<file path="src/rtl/sat_pkg.sv">
package sat_pkg;
  localparam int NUM_REGS = 8;
  localparam int REG_AW   = $clog2(NUM_REGS);
  localparam int CTRL_W   = 4;

  typedef enum logic [REG_AW-1:0] {
    REG_NOW      = 3'd0,
    REG_ALARM    = 3'd1,
    REG_LOAD     = 3'd2,
    REG_CTRL     = 3'd3,
    REG_IRQ_STAT = 3'd4,
    REG_RAW_STAT = 3'd5,
    REG_ACK      = 3'd6,
    REG_VER      = 3'd7
  } reg_idx_e;

  // bit 3 wrap, bit 2 run, bit 1 mask, bit 0 enable
  typedef struct packed {
    logic wrap;
    logic run;
    logic mask;
    logic ie;
  } ctrl_t;

  function automatic logic irq_level(input logic raw, input logic ie, input logic mask);
    return raw & ie & ~mask;
  endfunction
endpackage

</file>
<file path="src/rtl/sat_prescaler.sv">
module sat_prescaler #(
  parameter int TICK_DIV = 100_000_000
) (
  input  logic clk,
  input  logic rst_n,
  output logic tick
);
  localparam int PW = (TICK_DIV > 1) ? $clog2(TICK_DIV) : 1;
  localparam logic [PW-1:0] LAST = PW'(TICK_DIV - 1);

  logic [PW-1:0] pre_q;

  always_ff @(posedge clk) begin
    if (!rst_n)            pre_q <= '0;
    else if (pre_q == LAST) pre_q <= '0;
    else                    pre_q <= pre_q + PW'(1);
  end

  assign tick = (pre_q == LAST);

  // update pulses never come back to back (TICK_DIV >= 2)
  assert_tick_gap_R2: assert property (@(posedge clk) disable iff (!rst_n)
    tick |=> !tick);
endmodule

</file>
<file path="src/rtl/sat_counter.sv">
module sat_counter #(
  parameter int DW = 32
) (
  input  logic          clk,
  input  logic          rst_n,
  input  logic          tick,
  input  logic          run,
  input  logic          wrap,
  input  logic          hit,
  input  logic          ld_wr,
  input  logic [DW-1:0] ld_data,
  output logic [DW-1:0] count,
  output logic [DW-1:0] load_q
);
  logic pend_q;

  function automatic logic [DW-1:0] next_count(
    input logic [DW-1:0] cur, input logic [DW-1:0] ld,
    input logic pend, input logic go, input logic to_zero);
    if (pend)    return ld;
    if (!go)     return cur;
    if (to_zero) return '0;
    return cur + DW'(1);
  endfunction

  always_ff @(posedge clk) begin
    if (!rst_n) begin
      count  <= '0;
      load_q <= '0;
      pend_q <= 1'b0;
    end else begin
      if (tick) count <= next_count(count, load_q, pend_q, run, wrap & hit);
      if (ld_wr) load_q <= ld_data;
      if (ld_wr)     pend_q <= 1'b1;
      else if (tick) pend_q <= 1'b0;
    end
  end

  // without an update pulse the count is frozen
  assert_hold_no_tick_R2: assert property (@(posedge clk) disable iff (!rst_n)
    !tick |=> $stable(count));
  // plain step while running
  assert_step_R2: assert property (@(posedge clk) disable iff (!rst_n)
    (tick && run && !pend_q && !(wrap && hit)) |=> count == $past(count) + DW'(1));
  // a pending load wins at the pulse
  assert_load_apply_R10: assert property (@(posedge clk) disable iff (!rst_n)
    (tick && pend_q) |=> count == $past(load_q));
  // wrap-on-hit returns to zero
  assert_wrap_zero_R7: assert property (@(posedge clk) disable iff (!rst_n)
    (tick && hit && wrap && !pend_q) |=> count == '0);
endmodule

</file>
<file path="src/rtl/sat_alarm.sv">
module sat_alarm import sat_pkg::*; #(
  parameter int DW = 32
) (
  input  logic          clk,
  input  logic          rst_n,
  input  logic          tick,
  input  logic          run,
  input  logic          ie,
  input  logic          mask,
  input  logic [DW-1:0] count,
  input  logic [DW-1:0] alarm,
  input  logic          ack_rd,
  output logic          hit,
  output logic          raw,
  output logic          irq
);
  assign hit = tick & run & (count == alarm);

  always_ff @(posedge clk) begin
    if (!rst_n)      raw <= 1'b0;
    else if (hit)    raw <= 1'b1;
    else if (ack_rd) raw <= 1'b0;
  end

  assign irq = irq_level(raw, ie, mask);

  // the raw flag is sticky until acknowledged
  assert_raw_sticky_R4: assert property (@(posedge clk) disable iff (!rst_n)
    (raw && !ack_rd) |=> raw);
  // acknowledge clears when no hit competes
  assert_ack_clear_R6: assert property (@(posedge clk) disable iff (!rst_n)
    (ack_rd && !hit) |=> !raw);
  // a hit wins over a same-cycle acknowledge
  assert_hit_wins_R6: assert property (@(posedge clk) disable iff (!rst_n)
    hit |=> raw);
  // a masked block keeps the line quiet
  assert_mask_quiet_R5: assert property (@(posedge clk) disable iff (!rst_n)
    mask |-> !irq);
endmodule

</file>
<file path="src/rtl/sat_regfile.sv">
module sat_regfile import sat_pkg::*; #(
  parameter int              DW      = 32,
  parameter logic [DW-1:0]   VERSION = '0
) (
  input  logic              clk,
  input  logic              rst_n,
  input  logic              rd_en,
  input  logic              wr_en,
  input  logic [REG_AW-1:0] addr,
  input  logic [DW-1:0]     wdata,
  input  logic [DW-1:0]     count,
  input  logic [DW-1:0]     load_q,
  input  logic              raw,
  input  logic              irq,
  output logic [DW-1:0]     alarm_q,
  output ctrl_t             ctrl_q,
  output logic              ld_wr,
  output logic              ack_rd,
  output logic [DW-1:0]     rdata
);
  reg_idx_e    idx;
  logic [DW-1:0] rd_mux;

  assign idx    = reg_idx_e'(addr);
  assign ld_wr  = wr_en && (idx == REG_LOAD);
  assign ack_rd = rd_en && (idx == REG_ACK);

  always_comb begin
    case (idx)
      REG_NOW:      rd_mux = count;
      REG_ALARM:    rd_mux = alarm_q;
      REG_LOAD:     rd_mux = load_q;
      REG_CTRL:     rd_mux = DW'(ctrl_q);
      REG_IRQ_STAT: rd_mux = DW'(irq);
      REG_RAW_STAT: rd_mux = DW'(raw);
      REG_VER:      rd_mux = VERSION;
      default:      rd_mux = '0;
    endcase
  end

  always_ff @(posedge clk) begin
    if (!rst_n) begin
      alarm_q <= '0;
      ctrl_q  <= '0;
      rdata   <= '0;
    end else begin
      if (wr_en && idx == REG_ALARM) alarm_q <= wdata;
      if (wr_en && idx == REG_CTRL)  ctrl_q  <= ctrl_t'(wdata[CTRL_W-1:0]);
      if (rd_en) rdata <= rd_mux;
    end
  end

  // read data only moves on a read strobe
  assert_rdata_hold_R9: assert property (@(posedge clk) disable iff (!rst_n)
    !rd_en |=> $stable(rdata));
  // version word
  assert_ver_read_R8: assert property (@(posedge clk) disable iff (!rst_n)
    (rd_en && idx == REG_VER) |=> rdata == VERSION);
  // acknowledge read returns zero
  assert_ack_zero_R6: assert property (@(posedge clk) disable iff (!rst_n)
    ack_rd |=> rdata == '0);
endmodule

</file>
<file path="src/rtl/sec_alarm_timer.sv">
module sec_alarm_timer import sat_pkg::*; #(
  parameter int                DATA_W   = 32,
  parameter int                TICK_DIV = 100_000_000,
  parameter logic [DATA_W-1:0] VERSION  = DATA_W'(32'h0001_0000)
) (
  input  logic              clk,
  input  logic              rst_n,
  input  logic              rd_en,
  input  logic              wr_en,
  input  logic [REG_AW-1:0] addr,
  input  logic [DATA_W-1:0] wdata,
  output logic [DATA_W-1:0] rdata,
  output logic              irq
);
  logic              tick;
  logic              hit;
  logic              raw_flag;
  logic              ld_wr;
  logic              ack_rd;
  logic [DATA_W-1:0] count_q;
  logic [DATA_W-1:0] load_q;
  logic [DATA_W-1:0] alarm_q;
  ctrl_t             ctrl_q;

  sat_prescaler #(.TICK_DIV(TICK_DIV)) u_pre (
    .clk(clk), .rst_n(rst_n), .tick(tick));

  sat_counter #(.DW(DATA_W)) u_cnt (
    .clk(clk), .rst_n(rst_n), .tick(tick), .run(ctrl_q.run), .wrap(ctrl_q.wrap),
    .hit(hit), .ld_wr(ld_wr), .ld_data(wdata), .count(count_q), .load_q(load_q));

  sat_alarm #(.DW(DATA_W)) u_alm (
    .clk(clk), .rst_n(rst_n), .tick(tick), .run(ctrl_q.run), .ie(ctrl_q.ie),
    .mask(ctrl_q.mask), .count(count_q), .alarm(alarm_q), .ack_rd(ack_rd),
    .hit(hit), .raw(raw_flag), .irq(irq));

  sat_regfile #(.DW(DATA_W), .VERSION(VERSION)) u_regs (
    .clk(clk), .rst_n(rst_n), .rd_en(rd_en), .wr_en(wr_en), .addr(addr),
    .wdata(wdata), .count(count_q), .load_q(load_q), .raw(raw_flag), .irq(irq),
    .alarm_q(alarm_q), .ctrl_q(ctrl_q), .ld_wr(ld_wr), .ack_rd(ack_rd),
    .rdata(rdata));

  // out of reset the line is quiet
  assert_reset_quiet_R1: assert property (@(posedge clk)
    !rst_n |=> !irq);
endmodule

</file>
<file path="config.mk">
export PLATFORM = sky130hd
export DESIGN_NAME = sec_alarm_timer
export DESIGN_NICKNAME = d
export VERILOG_FILES = /design/src/rtl/sat_pkg.sv /design/src/rtl/sat_prescaler.sv /design/src/rtl/sat_counter.sv /design/src/rtl/sat_alarm.sv /design/src/rtl/sat_regfile.sv /design/src/rtl/sec_alarm_timer.sv
export SDC_FILE = /design/constraint.sdc
export NUM_CORES = 1
export LEC_CHECK = 0
export BUFFER_PORTS_ARGS = -buffer_cell sky130_fd_sc_hd__buf_2
export CAP_MARGIN = 25
export CORE_UTILIZATION = 40
export DETAILED_ROUTE_END_ITERATION = 12
export SLEW_MARGIN = 10
export SYNTH_ARGS = -nofsm -noshare
export SYNTH_HDL_FRONTEND = slang
export SYNTH_SLANG_ARGS = --single-unit
</file>
<file path="constraint.sdc">
create_clock -name clk -period 4.05 [get_ports clk]
set_clock_uncertainty 0.05 [all_clocks]
set_input_delay 0.2025 -clock clk [delete_from_list [all_inputs] [get_ports clk]]
set_output_delay 0.2025 -clock clk [all_outputs]
set_load 0.01 [all_outputs]
</file>
==> summary.md, run 1 <==
| Metric | Value |
|---|---|
| 1st-iter DRT viols | `627` |
| Top_reg_cell synth | `dfxtp_1` |
| Reg area | `3220 sq um` |
| Syn Nets | `1,105` |
| End point of the critical path | `u_cnt.count[9]$_SDFFE_PN0P_` |
| Cell row count | `51` |
| Pwr dens | `382 nW/um^2` |
| Area taken by multi-input logic gates | `4530 sq um` |
| Sequential fraction of the synthesis area | `39.8%` |
| Die Ht | `144 um` |
| CP Capture Type | `flop` |
| CTS tree | `built` |
| Period Utilization, post-route | `79.8%` |
| Final Instance Count excl. Fillers | `1,394` |
| Post-Route WL | `22.9 mm` |
| Max Used Layer | `met4` |
| Setup TNS | `0 ns` |
| Cell count after synthesis | `1,064` |
| Worst setup SP type | `flop` |
| First-pass GRT wire length | `37.0 mm` |
| Area grow syn2layout | `16.9%` |
| Largest net degree at the start of global routing | `69` |
| Achievable frequency | `0.309 GHz` |
| Hold slack final | `0.102 ns` |
| R2R Setup Slk | `0.82 ns` |
| Reg-to-Reg End | `u_cnt.count[9]$_SDFFE_PN0P_` |
| Chip width | `144 um` |
| Wire length on met1 | `11.4 mm` |
| Reg2reg start | `u_pre.pre_q[0]$_SDFF_PP0_` |
| Vias/cell | `5.45` |
| Antenna violations before repair | `0` |
| Max-cap violations | `0` |
| PortBufs | `71` |
| WL met2 | `10.2 mm` |
| DRT Pass-1 Iters | `5` |
| Drt wl/cell | `16.4 um` |
| Leakage | `3.37 nW` |
| Slew Viols, Final | `0` |
| H-tree depth | `4` |
| Type of the worst setup path | `flop to flop` |
| Initial core utilization | `41.2%` |
| CP max FO | `39` |
| DP Area | `8580 sq um` |
| Clk_lat worst skew | `0.44 ns` |
| Total Routing Usage GR | `23.0%` |
| Full die area | `20,800 sq um` |
| Yosys reg bits | `161` |
| Synth Cell Area | `8100 sq um` |
| # clock sinks | `161` |
| Clock tree buffer depth | `2` |
| Critical Path AT | `3.49 ns` |
| Peak VDD IR | `0.285 mV` |
| Number of global-route vias before repair | `6,863` |
| Std-Cell Core Area | `19,700 sq um` |
| Final instance area | `9470 sq um` |
| DRT antenna net count | `0` |
| Count of final setup violators | `0` |
| Distinct cells, synth | `50` |
| Placer Congestion | `0.837` |
| Boundary pin count | `72` |
| Vias post-DR | `7,598` |
| Residual DRC | `0` |
| GR Overflow Total | `0` |
| Ant. Diodes | `0` |
| Post-CTS Setup Bufs | `0` |
| Slew of the pin with the lowest slew margin | `1.02 ns` |
| Share of layout cells above drive strength 1 | `11.6%` |
| HPWL after DPL | `15.1 mm` |
| Clock-pin slew on the worst setup and hold paths | `0.06 ns` |
| Layout net count | `1,158` |
| DP Cell Count | `1,331` |
| Number of synthesized flops with an enable pin | `0` |
| Outcome | `complete, no violations` |
| Fill cells | `2,042` |
| HP Class | `input port to flop` |
| Critical Path RT | `4.31 ns` |
| Number of buffers created by CTS | `17` |
| Root buffer cell | `clkbuf_16` |
| Mean post-synth cell area | `7.61 sq um` |
| Final hold vios | `0` |
| Crit path launch | `u_pre.pre_q[0]$_SDFF_PP0_` |
| Yosys warns | `0` |
| Unrepaired setup endpoints after global routing | `no` |
| Clock period minus worst slack | `3.23 ns` |
| Reg2Reg Depth | `7` |
| Async S/R FF share, synth | `0%` |
| Slew headroom | `31.5%` |
| Post-CTS resize count | `0` |
| Metal3 WL | `986 um` |
-- registers in the layout, indices dropped and copies added (netlist names) --
signal,count
u_regs.rdata,32
u_cnt.count,32
u_cnt.pend_q,1
u_cnt.load_q,32
u_regs.alarm_q,32
u_regs.ctrl_q,4
u_alm.raw,1
u_pre.pre_q,27
-- Yosys cell counts (2+ instances only) --
master	number	share of area [%]
o21a_1	4	0.37
o22ai_1	4	0.31
o21ai_0	44	2.7
nand3_1	56	3.5
or4_4	3	0.42
xnor2_1	23	2.5
or3_1	7	0.54
and3_1	24	1.9
inv_1	9	0.42
o211ai_1	7	0.65
nand4b_1	3	0.32
nor3b_1	2	0.19
xor2_1	29	3.1
nor2_1	48	2.2
mux2i_1	32	4.0
and4_1	4	0.43
and2_1	11	0.85
nor3_1	13	0.80
a21oi_1	119	7.4
nor4b_1	7	0.76
nor2b_1	8	0.62
clkbuf_1	74	3.4
dfxtp_1	161	40
a31oi_1	25	1.9
nand2_1	235	11
o211ai_2	3	0.46
nand2b_1	30	2.3
ha_1	2	0.31
nor4_1	30	2.3
buf_6	2	0.28
nand4_1	17	1.3
mux4_2	3	0.83
buf_1	6	0.28
or4_1	3	0.28
-- what timing repair did --
item,4_1_cts,5_1_grt
hold buffers,32,0
hold endpoints to repair,66,0
setup endpoints to repair,0,0
-- worst min-delay path by stage --
stage	startpoint	endpoint	slack, ns	cells after the start
2_1_floorplan	wdata[2]	u_cnt.load_q[2]$_SDFFE_PN0P_	0.29	2
3_3_place_gp	u_pre.pre_q[0]$_SDFF_PP0_	u_pre.pre_q[0]$_SDFF_PP0_	0.40	1
3_5_place_dp	u_regs.rdata[15]$_SDFFE_PN0P_	u_regs.rdata[15]$_SDFFE_PN0P_	0.41	2
4_1_cts	rst_n	u_cnt.count[1]$_SDFFE_PN0P_	0.1	3
5_1_grt	rst_n	u_cnt.count[1]$_SDFFE_PN0P_	0.12	3
6_report	rst_n	u_cnt.count[1]$_SDFFE_PN0P_	0.10	3
-- worst max-delay path, cell delays in order (launching register included) --
cell and delay, ns:
dfxtp_1 0.37, ha_1 0.22, nand4_1 0.22, or4_4 0.61, or4_4 0.53, or4_4 0.76, a32oi_1 0.25, a31oi_1 0.10
-- routing by layer --
layer / GRT usage [%] / up-vias
met3: 4.01 / 31
met2: 35.6 / 177
met5: 0 / -
met1: 32.2 / 3586
met4: 7.42 / 0
li1: - / 3804
-- cells by family (layout without fill, tap and decap cells) --
group / count (synthesis) / after routing / synth area share (%)
AOI/OAI and AO/OA: 216 / 216 / 14.8
DFF: 161 / 161 / 39.8
adders and majority gates: 2 / 2 / 0.309
and+or+nand+nor: 505 / 505 / 30.0
muxes: 36 / 36 / 4.93
xor gates and xnor gates: 52 / 52 / 5.62
buffers and inverters: 92 / 157 / 4.47
-- report_power, final --
part	total [mW]	internal, mW	switching, mW
registers	1.70	1.63	0.0688
clock network	1.60	0.936	0.664
logic	0.319	0.137	0.182
-- cells in the final DEF (no fill, tap or decap), types with 7 or more instances in the layout --
master and count:
and2_1 11, a31oi_1 25, nor4b_1 7, nor2_1 47, or3_1 7, nand4_1 17, o21ai_0 44, o211ai_1 7
dlygate4sd3_1 32, xor2_1 29, nand2_1 235, a21oi_1 119, xnor2_1 23, mux2i_1 32, inv_1 8, buf_4 14
dfxtp_1 160, buf_2 71, nor4_1 30, nor3_1 12, nand3_1 56, and3_1 24, clkbuf_16 17, nand2b_1 30
-- metrics by stage --
stage | setup WS, ns | utilization, % | power (mW)
2_1_floorplan | 1.11 | - | 1.92
6_report | 0.818 | 48.2 | 3.62
3_5_place_dp | 0.819 | 43.6 | 2.03
3_3_place_gp | 0.843 | 43.6 | 2.02
4_1_cts | 0.810 | 48.2 | 3.64
5_1_grt | 0.640 | 48.2 | 3.76
-- area by class of cell --
cell class | instances | share of cell area [%]
well taps | 265 | 3.50
clock buffers | 22 | 4.90
repair buffers | 117 | 8.24
clock inverters | 9 | 1.14
flip-flops and latches | 161 | 34.0
multi-input cells | 811 | 47.8
inverters | 9 | 0.383
Power figures use the tool's default switching activity.
==> run 2, diff against run 1 <==
ABC_AREA = 1   (was not set)
clock period = 3.3 ns   (was 4.05 ns; I/O delays follow)
==> summary.md, run 2 <==
| Metric | Value |
|---|---|
| Worst setup SP type | `flop` |
| Critical Path AT | `2.66 ns (-0.83 ns)` |
| Slew Viols, Final | `0 (unchanged)` |
| Outcome | `complete, no violations` |
| Post-CTS resize count | `0 (unchanged)` |
| Yosys reg bits | `161 (unchanged)` |
| Slew of the pin with the lowest slew margin | `0.773 ns (-0.249 ns)` |
| Drt wl/cell | `15.6 um (-5.0%)` |
| Chip width | `148 um (+2.6%)` |
| H-tree depth | `4 (unchanged)` |
| Synth area leaders | `dfxtp_1 (38%), nand2_1 (15%), a21oi_1 (8.1%)` |
| Synth top area share | `37.8% (-2.0 points)` |
| Antenna violations before repair | `0 (unchanged)` |
| Pwr dens | `427 nW/um^2 (+12%)` |
| Clock period minus worst slack | `2.35 ns (-0.878 ns)` |
| Sequential fraction of the synthesis area | `37.8% (-2.0 points)` |
| Top cells by count, synth | `nand2_1 (352), nor2_1 (176), inv_1 (164), dfxtp_1 (161), a21oi_1 (138)` |
| CP Capture Type | `flop` |
| Async S/R FF share, synth | `0% (unchanged)` |
| Largest net degree at the start of global routing | `62 (-10%)` |
| Area grow syn2layout | `17.1% (about the same)` |
| Vias/cell | `5.11 (-6.2%)` |
| Max-cap violations | `0 (unchanged)` |
| 1st-iter DRT viols | `581 (-7.3%)` |
| Clk_lat worst skew | `0.44 ns (about the same)` |
| Distinct cells, synth | `39 (-22%)` |
| WP buf/inv | `1 (+1)` |
| Layout net count | `1,458 (+26%)` |
| Delay-heaviest family, CP | `simple AND/OR/NAND/NOR gates` |
| Initial core utilization | `40.7% (-0.50 points)` |
| Achievable frequency | `0.425 GHz (+37%)` |
| Slew headroom | `48.4% (+17 points)` |
| Ant. Diodes | `0 (unchanged)` |
| Period Utilization, post-route | `71.3% (-8.5 points)` |
| GR Overflow Total | `0 (unchanged)` |
| Vias post-DR | `8,720 (+15%)` |
| Critical Path RT | `3.61 ns (-0.70 ns)` |
| Switch Pwr | `1.16 mW (+27%)` |
| Pre-CTS WS | `0.964 ns (+0.145 ns)` |
| Sw frac | `27.2% (+1.9 points)` |
| Worst setup slack after layout | `0.946 ns (+0.128 ns)` |
| Slowest-stage cell, CP | `dfxtp_1` |
| Boundary pin count | `72 (unchanged)` |
| Std-Cell Core Area | `21,000 sq um (+6.6%)` |
| Commonest non-fill, non-tap cell in the layout | `nand2_1` |
| Number of buffers created by CTS | `17 (unchanged)` |
| Setup TNS | `0 ns (unchanged)` |
| Count of final setup violators | `0 (unchanged)` |
| HPWL after DPL | `18.9 mm (+25%)` |
| Cell count after synthesis | `1,341 (+26%)` |
| Cell with the most instances after synthesis | `nand2_1` |
| Synth Cell Area | `8530 sq um (+5.3%)` |
| Unrepaired setup endpoints after global routing | `no` |
| CP max FO | `19 (-51%)` |
| Number of synthesized flops with an enable pin | `0 (unchanged)` |
| Number of global-route vias before repair | `7,937 (+16%)` |
| Placer Congestion | `0.920 (+9.9%)` |
| Clock-pin slew on the worst setup and hold paths | `0.07 ns (about the same)` |
| DRT antenna net count | `0 (unchanged)` |
| Comb pwr share | `6.6% (-2.2 points)` |
| Share of layout cells above drive strength 1 | `10.0% (-1.6 points)` |
| Post-Route WL | `26.6 mm (+16%)` |
| Root buffer cell | `clkbuf_16` |
| Yosys warns | `0 (unchanged)` |
| Leakage | `4.14 nW (+23%)` |
| Max stage delay on crit path | `0.40 ns (-0.36 ns)` |
| Die Ht | `148 um (+2.6%)` |
| DRT Pass-1 Iters | `7 (+2)` |
| First-pass GRT wire length | `42.2 mm (+14%)` |
| Final hold vios | `0 (unchanged)` |
| HP Class | `input port to flop` |
| Reg power frac | `46.8% (about the same)` |
| PortBufs | `71 (unchanged)` |
| Syn Nets | `1,382 (+25%)` |
| Internal power | `3.11 mW (+15%)` |
| # clock sinks | `161 (unchanged)` |
| Clock power share | `46.6% (+2.4 points)` |
| Biggest area consumer among synthesized cells | `dfxtp_1` |
| Most frequent cells in the layout | `nand2_1 (352), nor2_1 (176), inv_1 (164)` |
| Crit-path cells | `ha_1 > nand2_1 > nor2_2 > nand3_2 > nor2_4 > nand3_4 > a21oi_4 > buf_4 > o21ai_0 > a21oi_1` |
| Type of the worst setup path | `flop to flop` |
| Total Routing Usage GR | `24.8% (+1.8 points)` |
| Peak VDD IR | `0.289 mV (+1.4%)` |
| Top_reg_cell synth | `dfxtp_1` |
| Cell row count | `53 (+3.9%)` |
| Mean post-synth cell area | `6.36 sq um (-16%)` |
| Clock tree buffer depth | `2 (unchanged)` |
| Full die area | `21,900 sq um (+5.3%)` |
| CTS tree | `built` |
| Residual DRC | `0 (unchanged)` |
## run 2: metal layers
metal / wire length, um / part of all wire [%] / GRT usage (%) / vias to the layer above
met1: 12800 / 48 / 34.4 / 3988
met5: 0 / 0 / 0 / -
met4: 482 / 1.8 / 7.53 / 0
li1: - / - / - / 4466
met3: 1510 / 5.7 / 4.44 / 27
met2: 11800 / 44 / 38.9 / 239
## run 2: kinds of logic after synthesis
| kind of cell | synth area share, % |
|---|---|
| AO/OA/AOI/OAI | 19.8 |
| XOR/XNOR | 1.64 |
| adder cells (fa/ha/maj) | 0.293 |
| buffers and inverters | 10.9 |
| flip-flops | 37.8 |
| AND/OR/NAND/NOR | 29.5 |
## run 2: power groups by stage
stage | registers [mW] | clock network [mW] | logic [mW]
detailed placement | 2.04 | 0 | 0.246
CTS | 2.00 | 2.02 | 0.275
finish | 2.00 | 1.99 | 0.280
global route | 2.00 | 2.09 | 0.309
floorplan | 2.04 | 0 | 0.150
global placement | 2.04 | 0 | 0.245
## run 2: path summary, 6_finish.rpt
| path | to | depth (start not counted) | from | slack, ns |
|---|---|---|---|---|
| min reg2reg | u_regs.rdata[27]$_SDFFE_PN0P_ | 2 | u_regs.rdata[27]$_SDFFE_PN0P_ | 0.41 |
| min | u_cnt.load_q[21]$_SDFFE_PN0P_ | 3 | wdata[21] | 0.004 |
| max | u_cnt.count[29]$_SDFFE_PN0P_ | 10 | u_pre.pre_q[0]$_SDFF_PP0_ | 0.95 |
| max reg2reg | u_cnt.count[29]$_SDFFE_PN0P_ | 10 | u_pre.pre_q[0]$_SDFF_PP0_ | 0.95 |
## run 2: what timing repair did
action	CTS	global route
hold buffers	31	0
endpoints found under the hold margin	58	0
setup buffers	0	0
## run 2: final cells by class
cell class              instances  area (sq um)
multi-input cells             952          4370
flip-flops and latches        161          3220
repair buffers                118           831
well taps                     275           344
clock inverters                14           143
clock buffers                  18           439
inverters                     167           629
fillers                      2260         11000
## run 2: stage by stage
stage	util [%]	power [mW]	std cells	cell area, sq um	hold slack (ns)
2_1_floorplan	-	2.19	1341	8530	0.250
3_3_place_gp	43.3	2.29	1641	9060	0.355
3_5_place_dp	43.3	2.29	1641	9060	0.360
4_1_cts	47.5	4.29	1704	9960	0.000370
5_1_grt	47.6	4.40	1705	9980	0.0348
6_report	47.6	4.27	1705	9980	0.00411
## run 2: tightest hold or removal path, delay by kind of cell
| kind | cells | cell delay [ns] |
|---|---|---|
| AOI/OAI and AO/OA | 2 | 0.19 |
| buffers and inverters | 1 | 0.10 |
==> run 3, diff against run 2 <==
clock period = 2 ns   (was 3.3 ns; I/O delays follow)
==> summary.md, run 3 (synthesized netlist as in run 2, its figures left out) <==
| Metric | Value |
|---|---|
| Outcome | `complete, no violations` |
| Share of layout cells above drive strength 1 | `15.0% (+5.0 points)` |
| Vias/cell | `5.21 (+2.0%)` |
| First-pass GRT wire length | `43.6 mm (+3.3%)` |
| Achievable frequency | `0.513 GHz (+21%)` |
| Area taken by multi-input logic gates | `4470 sq um (+2.3%)` |
| Cell row count | `53 (unchanged)` |
| DRT Pass-1 Iters | `5 (-2)` |
| Final Instance Count excl. Fillers | `1,749 (+2.6%)` |
| # clock sinks | `161 (unchanged)` |
| Reg2Reg Depth | `11 (+1)` |
| Reg area | `3250 sq um (+0.78%)` |
| Min-delay src | `rst_n` |
| Fill cells | `2,174 (-3.8%)` |
| Reg-to-Reg End | `u_cnt.count[6]$_SDFFE_PN0P_` |
| Die Ht | `148 um (unchanged)` |
| Layout net count | `1,502 (+3.0%)` |
| Largest net degree at the start of global routing | `65 (+4.8%)` |
| Max-cap violations | `0 (unchanged)` |
| DRT antenna net count | `0 (unchanged)` |
| CP max FO | `8 (-11)` |
| Peak VDD IR | `0.556 mV (+92%)` |
| Total Routing Usage GR | `25.5% (+0.67 points)` |
| CP Capture Type | `flop` |
| Clock period minus worst slack | `1.95 ns (-0.404 ns)` |
| Clk_lat worst skew | `0.43 ns (about the same)` |
| Placer Congestion | `0.957 (+4.0%)` |
| Ant. Diodes | `0 (unchanged)` |
| Slew headroom | `53.5% (+5.1 points)` |
| Clock-pin slew on the worst setup and hold paths | `0.07 ns (about the same)` |
| Commonest non-fill, non-tap cell in the layout | `nand2_1` |
| Cells on Worst Hold Path | `3 (unchanged)` |
| Type of the worst setup path | `flop to flop` |
| Chip width | `148 um (unchanged)` |
| Hold endpoint | `u_cnt.load_q[4]$_SDFFE_PN0P_` |
| Vias post-DR | `9,120 (+4.6%)` |
| HP Class | `input port to flop` |
| Number of global-route vias before repair | `8,236 (+3.8%)` |
| Leakage | `4.39 nW (+6.2%)` |
| Critical Path RT | `2.27 ns (-1.34 ns)` |
| Count of final setup violators | `0 (unchanged)` |
| Final hold vios | `0 (unchanged)` |
| HPWL after DPL | `19.4 mm (+2.7%)` |
| 1st-iter DRT viols | `788 (+36%)` |
| Area grow syn2layout | `23.3%` |
| Reg2reg start | `u_pre.pre_q[0]$_SDFF_PP0_` |
| Root buffer cell | `clkbuf_16` |
| Boundary pin count | `72 (unchanged)` |
| GR Overflow Total | `0 (unchanged)` |
| Period Utilization, post-route | `97.5% (+26 points)` |
| DP Cell Count | `1,675 (+2.1%)` |
| Clock tree buffer depth | `2 (unchanged)` |
| R2R Setup Slk | `0.05 ns (-0.90 ns)` |
| PortBufs | `71 (unchanged)` |
| Full die area | `21,900 sq um (unchanged)` |
| Pwr dens | `661 nW/um^2 (+55%)` |
| Drt wl/cell | `15.9 um (+1.9%)` |
| Overall Power | `6.95 mW (+63%)` |
| Most frequent cells in the layout | `nand2_1 (349), nor2_1 (167), inv_1 (157)` |
| Slew of the pin with the lowest slew margin | `0.697 ns (-0.0761 ns)` |
| H-tree depth | `4 (unchanged)` |
| CTS tree | `built` |
| Slew Viols, Final | `0 (unchanged)` |
| Antenna violations before repair | `0 (unchanged)` |
| Post-Route WL | `27.8 mm (+4.6%)` |
| Initial core utilization | `40.7% (unchanged)` |
| Critical Path AT | `2.22 ns (-0.44 ns)` |
| Residual DRC | `0 (unchanged)` |
| Number of buffers created by CTS | `17 (unchanged)` |
| Worst setup SP type | `flop` |
| Std-Cell Core Area | `21,000 sq um (unchanged)` |
## run 3: changes by cell type in the layout (fill, tap and decap cells not counted), sizes merged
cell / change
inv: -3
clkbuf: +5
buf: +38
dlygate4sd3: +3
clkinvlp: +1
## run 3: area by class of cell
cell class,instances,area share [%]
Multi-Input combinational cell,952,42.5
Tap cell,275,3.27
Clock inverter,12,0.928
Sequential cell,161,30.9
Timing Repair Buffer,162,12.0
Inverter,167,6.01
Clock buffer,20,4.34
## run 3: metrics by stage
step | area, sq um | setup WS, ns | TNS, ns | util, % | hold WS [ns]
global placement | 9360 | 0.110 | 0 | 44.7 | 0.291
finish | 10500 | 0.0495 | 0 | 50.2 | 0.0260
floorplan | 8530 | 0.170 | 0 | - | 0.185
global route | 10500 | -0.0648 | -0.489 | 50.2 | 0.0223
detailed placement | 9360 | 0.0476 | 0 | 44.7 | 0.292
CTS | 10300 | 0.0137 | 0 | 48.9 | 0.000790
## run 3: how the worst max path moves through the flow
stage                              endpoint                          from  cells past startpoint  slack, ns
5_1_grt         u_cnt.count[0]$_SDFFE_PN0P_     u_pre.pre_q[0]$_SDFF_PP0_                     11      -0.06
6_report        u_cnt.count[6]$_SDFFE_PN0P_     u_pre.pre_q[0]$_SDFF_PP0_                     11       0.05
3_5_place_dp   u_cnt.count[23]$_SDFFE_PN0P_     u_pre.pre_q[1]$_SDFF_PP0_                     10       0.05
4_1_cts        u_cnt.count[31]$_SDFFE_PN0P_     u_pre.pre_q[1]$_SDFF_PP0_                     10       0.01
3_3_place_gp   u_cnt.count[16]$_SDFFE_PN0P_  u_cnt.count[24]$_SDFFE_PN0P_                     13       0.11
2_1_floorplan   u_cnt.count[5]$_SDFFE_PN0P_     u_pre.pre_q[0]$_SDFF_PP0_                     11       0.17
## run 3: power by group
part           switching, mW  internal, mW  leakage, nW
Sequential            0.0388          3.26         1.31
Combinational          0.314         0.192         2.81
Clock                   1.46          1.68        0.270
Total                   1.82          5.14         4.39
## run 3: worst max-delay path: stages (launching register included)
cell       delay [ns]
dfxtp_2          0.36
ha_4             0.15
nand2_2          0.07
nor2_4           0.15
nand3_4          0.12
nor2_4           0.17
nand3_4          0.12
nor2_4           0.14
nand3_4          0.15
clkbuf_16        0.22
nand2_1          0.08
a21oi_2          0.05
## run 3: repair_timing
| action | 4_1_cts | 5_1_grt |
|---|---|---|
| hold buffers | 34 | 0 |
| buffers inserted | 0 | 4 |
| resized for setup | 0 | 55 |
| endpoints found under the setup margin | 0 | 35 |
| endpoints found under the hold margin | 69 | 0 |
## run 3: metal layers
metal,global-route usage [%],vias to the layer above,part of all wire [%]
met1,35.7,4217,46
li1,-,4545,-
met3,4.32,42,6.9
met4,8.97,0,2.5
met5,0,-,0
met2,39.1,316,44
